===== src/rtl/timer_pkg.sv =====
package timer_pkg;
  // strobes from control to datapath; at most one active per clock
  typedef struct packed {
    logic restart;   // load count from reload value
    logic tickDown;  // decrement count
    logic expire;    // count at zero: reload and signal expiry
  } timerStrobes_t;
endpackage


===== src/rtl/timer_datapath.sv =====
module timer_datapath
  import timer_pkg::*;
#(
  parameter int W = 32
) (
  input  logic          clk,
  input  logic          rstN,
  input  timerStrobes_t strb,
  input  logic          reloadWr,
  input  logic [W-1:0]  reloadData,
  output logic          countZero,
  output logic [W-1:0]  countValue
);
  localparam logic [W-1:0] ONE = {{(W-1){1'b0}}, 1'b1};

  logic [W-1:0] reloadReg;
  logic [W-1:0] countReg;
  logic [W-1:0] reloadNext;

  // a reload written in the same clock as a load is used at once
  assign reloadNext = reloadWr ? reloadData : reloadReg;

  always_ff @(posedge clk) begin
    if (!rstN) begin
      reloadReg <= '0;
      countReg  <= '0;
    end else begin
      if (reloadWr) reloadReg <= reloadData;
      if (strb.restart || strb.expire) countReg <= reloadNext;
      else if (strb.tickDown)          countReg <= countReg - ONE;
    end
  end

  assign countZero  = (countReg == '0);
  assign countValue = countReg;

  assert_count_frozen_R6: assert property (@(posedge clk) disable iff (!rstN)
    !(strb.restart || strb.expire || strb.tickDown) |=> $stable(countReg));

  assert_no_tick_at_zero_R2: assert property (@(posedge clk) disable iff (!rstN)
    strb.tickDown |-> !countZero);

  assert_reload_on_expiry_R9: assert property (@(posedge clk) disable iff (!rstN)
    (strb.expire && !reloadWr) |=> (countReg == $past(reloadReg)));
endmodule


===== src/rtl/timer_ctrl.sv =====
module timer_ctrl
  import timer_pkg::*;
(
  input  logic          clk,
  input  logic          rstN,
  input  logic          ctrlWr,
  input  logic          ctrlRun,
  input  logic          ctrlToggle,
  input  logic          flagClr,
  input  logic          countZero,
  output timerStrobes_t strb,
  output logic          timerOut,
  output logic          expiryFlag
);
  logic runReg;
  logic toggleReg;
  logic outReg;
  logic flagReg;

  always_comb begin
    strb          = '0;
    strb.restart  = ctrlWr && ctrlRun;
    strb.expire   = runReg && !ctrlWr && countZero;
    strb.tickDown = runReg && !ctrlWr && !countZero;
  end

  always_ff @(posedge clk) begin
    if (!rstN) begin
      runReg    <= 1'b0;
      toggleReg <= 1'b0;
      outReg    <= 1'b0;
      flagReg   <= 1'b0;
    end else begin
      if (ctrlWr) begin
        runReg    <= ctrlRun;
        toggleReg <= ctrlToggle;
      end
      if (ctrlWr || !runReg)    outReg <= 1'b0;
      else if (toggleReg)       outReg <= outReg ^ strb.expire;
      else                      outReg <= strb.expire;
      if (strb.expire)          flagReg <= 1'b1;
      else if (flagClr)         flagReg <= 1'b0;
    end
  end

  assign timerOut   = outReg;
  assign expiryFlag = flagReg;

  assert_strobes_exclusive_R2: assert property (@(posedge clk) disable iff (!rstN)
    $onehot0({strb.restart, strb.tickDown, strb.expire}));

  assert_idle_low_R6: assert property (@(posedge clk) disable iff (!rstN)
    (!runReg && !ctrlWr) |=> !timerOut);

  assert_flag_sets_R7: assert property (@(posedge clk) disable iff (!rstN)
    strb.expire |=> expiryFlag);

  assert_toggle_flips_R4: assert property (@(posedge clk) disable iff (!rstN)
    (strb.expire && toggleReg) |=> (timerOut != $past(timerOut)));

  assert_pulse_high_R3: assert property (@(posedge clk) disable iff (!rstN)
    (strb.expire && !toggleReg) |=> timerOut);

  assert_write_clears_out_R8: assert property (@(posedge clk) disable iff (!rstN)
    ctrlWr |=> !timerOut);
endmodule


===== src/rtl/dual_mode_timer.sv =====
module dual_mode_timer
  import timer_pkg::*;
#(
  parameter int W = 32
) (
  input  logic         clk,
  input  logic         rstN,
  input  logic         reloadWr,
  input  logic [W-1:0] reloadData,
  input  logic         ctrlWr,
  input  logic         ctrlRun,
  input  logic         ctrlToggle,
  input  logic         flagClr,
  output logic         timerOut,
  output logic         expiryFlag,
  output logic [W-1:0] countValue
);
  timerStrobes_t strb;
  logic          countZero;

  timer_ctrl u_ctrl (
    .clk        (clk),
    .rstN       (rstN),
    .ctrlWr     (ctrlWr),
    .ctrlRun    (ctrlRun),
    .ctrlToggle (ctrlToggle),
    .flagClr    (flagClr),
    .countZero  (countZero),
    .strb       (strb),
    .timerOut   (timerOut),
    .expiryFlag (expiryFlag)
  );

  timer_datapath #(.W(W)) u_dp (
    .clk        (clk),
    .rstN       (rstN),
    .strb       (strb),
    .reloadWr   (reloadWr),
    .reloadData (reloadData),
    .countZero  (countZero),
    .countValue (countValue)
  );
endmodule


===== config.mk =====
export PLATFORM = sky130hd
export DESIGN_NAME = dual_mode_timer
export DESIGN_NICKNAME = d
export VERILOG_FILES = /design/src/rtl/timer_pkg.sv /design/src/rtl/timer_datapath.sv /design/src/rtl/timer_ctrl.sv /design/src/rtl/dual_mode_timer.sv
export SDC_FILE = /design/constraint.sdc
export NUM_CORES = 1
export LEC_CHECK = 0
export BUFFER_PORTS_ARGS = -buffer_cell sky130_fd_sc_hd__buf_4
export CAP_MARGIN = 40
export CORE_UTILIZATION = 33
export CTS_CLUSTER_SIZE = 12
export DETAILED_ROUTE_END_ITERATION = 6
export MAX_ROUTING_LAYER = met4
export PLACE_DENSITY = 0.65
export SYNTH_ARGS = -nofsm -noshare
export SYNTH_HDL_FRONTEND = slang
export SYNTH_SLANG_ARGS = --single-unit

===== constraint.sdc =====
create_clock -name clk -period 7.4 [get_ports clk]
set_clock_uncertainty 0.1 [all_clocks]
set_input_delay 1.48 -clock clk [delete_from_list [all_inputs] [get_ports clk]]
set_output_delay 1.48 -clock clk [all_outputs]
set_load 0.01 [all_outputs]

# Yosys cells after proc, flatten, opt, wreduce, memory -nomap -nowiden
# Index checks and enable logic that the tools add are counted.
# classes
add_sub_neg	1
mux	6
bitwise	2
reduce_logical	13
# op_table
operator	n
$mux 32	3
$logic_not 32->1	1
$sub 32x1->32 const B	1
$logic_and 1x1->1	4
$reduce_bool 2->1	2
$logic_not 1->1	3
$mux 1	3
$logic_or 1x1->1	2
$reduce_or 2->1	1
$not 1->1	1
$xor 1x1->1	1
# word_totals
regBits	68
in_bits	39
output_inout_bits	34
wordCells	28

# Logic depth before layout (Yosys ltp)
# depth
ltp_word	5
ltp_mapped	10
depth_no_buf	7

# By module
# Synthesis repeated with hierarchy kept, for this count alone.
# unflattened
hier_cells	345
hier_area_um2	3208.1
# by_module_without_submodules
mod	instances	cells_each	area_each_um2	seq_area_each_um2
timer_datapath	1	327	3035.4	1281.2
timer_ctrl	1	18	172.7	80.1

# Least setup slack after synthesis
# OpenSTA, ideal clock, no wires.
# synth_path
kind	input to register
from	input ctrlWr
to	register u_dp.countReg[5], in the netlist u_dp.countValue[5]
setup_ns	0.117
t_arrival_ns	3.302
required_time_ns	7.183
setup_slack_ns	3.880
path_stages	7
n_path_buf	2
cell_sequence	clkbuf_2 -> or2b_4 -> or4_1 -> o31ai_4 -> buf_6 -> nand2_1 -> a32o_1
# synth_between
elab_chain_cells	5
word_cells_on_any_way	8
cone_classes	1 x mux; 7 x reduce/logical
# synth_rtl
item	line_no	source
start: declaration	dual_mode_timer.sv:10	input logic ctrlWr,
$logic_not 1->1	timer_ctrl.sv:23, timer_ctrl.sv:24	
$logic_and 1x1->1	timer_ctrl.sv:23, timer_ctrl.sv:24	
$logic_and 1x1->1	timer_ctrl.sv:23	strb.expire = runReg && !ctrlWr && countZero;
$logic_or 1x1->1	timer_datapath.sv:29	if (strb.restart || strb.expire) countReg <= reloadNext;
$mux 32 / $reduce_bool 2->1 (equally long branches)	--	
end signal: assignment	timer_datapath.sv:29	
end signal: assignment	timer_datapath.sv:30	else if (strb.tickDown) countReg <= countReg - ONE;
end: declaration	timer_datapath.sv:17	logic [W-1:0] countReg;
# Several ways; a longest one is shown, not always the timed one.
# A chain may end at the register's enable or synchronous reset.

# Worst setup path in the final report
# layout_path
from	input ctrlWr
to	register u_dp.countReg[19], in the netlist u_dp.countValue[19]
# Same word-level chain as after synthesis.

==> results.cfg <==
[setup_path]
crit_chain = buf_4, or2b_4, nor4_2, nand3_1, a31o_2, a211o_1
timing.setup.critical_path_class = in -> reg
crit_path_start_kind = input pin
worstPathMaxFanout = 12
crit_path_max_incr_delay_ns = 0.59
crit_path_capture_type = flop
slowest_stage = nand3_1
worst_ep_arrival_time_ns = 3.75
critical_path_required_ns = 7.54

[floorplanning]
initial_core_util_pct = 34.1
ios = 73
chipHeight_um = 105
floorplan.die.width_um = 105
die_area_um2 = 11100
placeableCoreArea_um2 = 10300
std_cell_rows = 37

[yosys]
synth.distinct_cells = 63
ys_dominant_reg_cell = dfxtp_1
syn_nets = 436
synth-warning-count = 0
synthArstFlopShare_pct = 0
simple_gate_share_of_the_synthesized_area_pct = 26.3
number_of_synthesized_flops_with_an_enable_pin = 0
yosys.area_share.xor_xnor_pct = 0.498
synth_seq_area_share_pct = 38.7
synth_compound_gate_area_share_pct = 16.5
netlist_area_um2 = 3520
post_synth_inst_count = 396
yosys-mux-area-fraction_pct = 12.5
synth_top_family_by_area = simple AND/OR/NAND/NOR gates
synth-seq-cells = 68
syn-mean-instance-area_um2 = 8.89
synth_fa_ha_area_share_pct = 0.355

[clock_tree]
post-cts-setup-buffers = 0
tritoncts.num_buffers = 9
cts_max_path_buffers = 2
cts_resized = 0
cts_root_buffer = clkbuf_8
cts_hold_repair.buffers = 0
cts_num_sinks = 68
worst_skew_pair.late_latency_ns = 0.35
cts_clock_pin_slew_for_the_worst_setup_and_hold_paths_ns = 0.07
h-tree-depth = 3
cts_tree = built

[grt]
combined_global_route_utilization_of_all_metal_layers_pct = 21.0
grt_pass1_vias = 3262
grt_remaining_overflow = 0
grt_start_max_net_pins = 33
grt_first_pass_wirelength_um = 17500
antenna_violations_before_repair = 0

[timing]
worst_slack_setup_final_ns = 3.79
drv_slew = 0
tightestPinTransition_ns = 0.855
timing.fmax_ghz = 0.277
final-setup-viol-count = 0
final_min_period_over_clock_period_pct = 48.8
total_count_of_hold_check_failures_in_the_final_report = 0
rsz0062_at_grt = no
maxSlewHeadroom_pct = 42.5
timing.final.crit_period_ns = 3.61
setup-tns-final_ns = 0

[route]
num_vias = 3396
drt_pre_antenna_iters = 5
remaining_drc_errors = 0
detail-route-antenna-nets = 0
wl_um = 11200
first_iter_violations = 265
post_drt_via_cell_ratio = 5.68
detail_route.wl_per_cell_um = 18.7

[power_and_ir_drop]
worst_ir_drop_vdd_v = 0.000116
powerDensity_nw_per_um2 = 245
p_leak_nw = 1.83
total_power_mw = 1.07

[finish]
layout.nets = 497
final_common_cell = buf_4
final_design_area_no_fill_um2 = 4350
drive_above_1_share_pct = 26.6
instances_no_fill = 598
area_growth_pct = 23.5
num-fill-cells = 1057
final_cell_mix = buf_4, dfxtp_1, nor2_1
antenna-diode-count = 0

[placed_design]
place_hpwl_um = 8000
placed_instance_area_um2 = 4130
numPortBuffers = 72
preCtsSetupSlack_ns = 3.50
finalWeightedCongestion = 0.933
place_inst = 582

[flow_run]
timing.max_cap.violations = 0

[hold_path]
hold_path.class = reg -> reg

[outcome]
status = complete, no violations
## stage by stage
| stage | util (%) | hold WS (ns) |
|---|---|---|
| 6_report | 42.1 | 0.386 |
| 5_1_grt | 42.1 | 0.428 |
| 4_1_cts | 42.1 | 0.390 |
| 3_5_place_dp | 40.0 | 0.377 |
| 3_3_place_gp | 39.9 | 0.373 |
| 2_1_floorplan | - | 0.348 |
## area by class of cell
type	instances	area, µm²	area share [%]
inverters	7	26.3	0.604
multi-input cells	293	1980	45.6
clock inverters	5	75.1	1.73
well taps	136	170	3.91
clock buffers	11	141	3.25
flip-flops and latches	68	1360	31.3
repair buffers	78	589	13.6
## synth_stat cells, types with 3 or more instances
cell type	n	area share (%)
nand4_1	10	1.8
buf_2	3	0.43
inv_1	7	0.75
o22ai_1	6	1.1
a21oi_1	8	1.1
nand3_1	14	2.0
a221o_1	4	1.1
a31oi_1	13	2.3
clkbuf_1	16	1.7
mux2_2	7	2.2
or2_2	4	0.71
o311ai_0	6	1.5
or4_2	4	1.0
and2_1	4	0.71
nand3b_1	3	0.64
o31ai_1	3	0.64
or4_1	4	0.85
nor2_1	50	5.3
nor4_2	3	1.1
mux2i_1	36	10
dfxtp_1	68	39
o2111ai_1	3	0.75
nor3_1	12	1.7
nor4_1	13	2.3
nand2_1	27	2.9
o21ai_0	13	1.8
o2bb2ai_1	4	1.0
## flip-flops by register name, indices dropped and copies added, names as in the netlist
register           cells
u_dp.countValue       32
u_dp.reloadReg        32
u_ctrl.expiryFlag      1
u_ctrl.runReg          1
u_ctrl.timerOut        1
u_ctrl.toggleReg       1
## final timing paths
check / slack, ns / cells past startpoint / end / from
setup / recovery: 3.79 / 6 / u_dp.countValue[19]$_SDFFE_PN0P_ / ctrlWr
hold / removal: 0.39 / 2 / u_ctrl.expiryFlag$_SDFFE_PN0P_ / u_ctrl.expiryFlag$_SDFFE_PN0P_
setup reg to reg: 4.16 / 7 / u_dp.countValue[19]$_SDFFE_PN0P_ / u_dp.countValue[0]$_SDFFE_PN0P_
hold reg to reg: 0.39 / 2 / u_ctrl.expiryFlag$_SDFFE_PN0P_ / u_ctrl.expiryFlag$_SDFFE_PN0P_
## cells by family after synthesis
kind of cell | after synthesis
XOR/XNOR | 2
flip-flops | 68
adder cells (fa/ha/maj) | 1
AO/OA/AOI/OAI | 80
AND/OR/NAND/NOR | 167
multiplexers | 43
buffers and inverters | 35
## worst max-delay path, delay by kind of cell
kind | cells | cell delay, ns
and+or+nand+nor | 3 | 1.43
buffers and inverters | 1 | 0.14
AOI/OAI and AO/OA | 2 | 0.70
## power breakdown
group / switching, mW / internal (mW) / total, mW
Sequential: 0.0308 / 0.392 / 0.423
Combinational: 0.183 / 0.121 / 0.304
Clock: 0.142 / 0.197 / 0.340
Total: 0.357 / 0.710 / 1.07
## per-layer routing
| metal | GRT usage, % | wire length, µm | vias up |
|---|---|---|---|
| met2 | 31.3 | 5000 | 150 |
| li1 | - | - | 1614 |
| met3 | 6.06 | 806 | 20 |
| met1 | 27.4 | 5210 | 1612 |
| met5 | - | 0 | - |
| met4 | 6.44 | 185 | 0 |
Power figures use the tool's default switching activity.
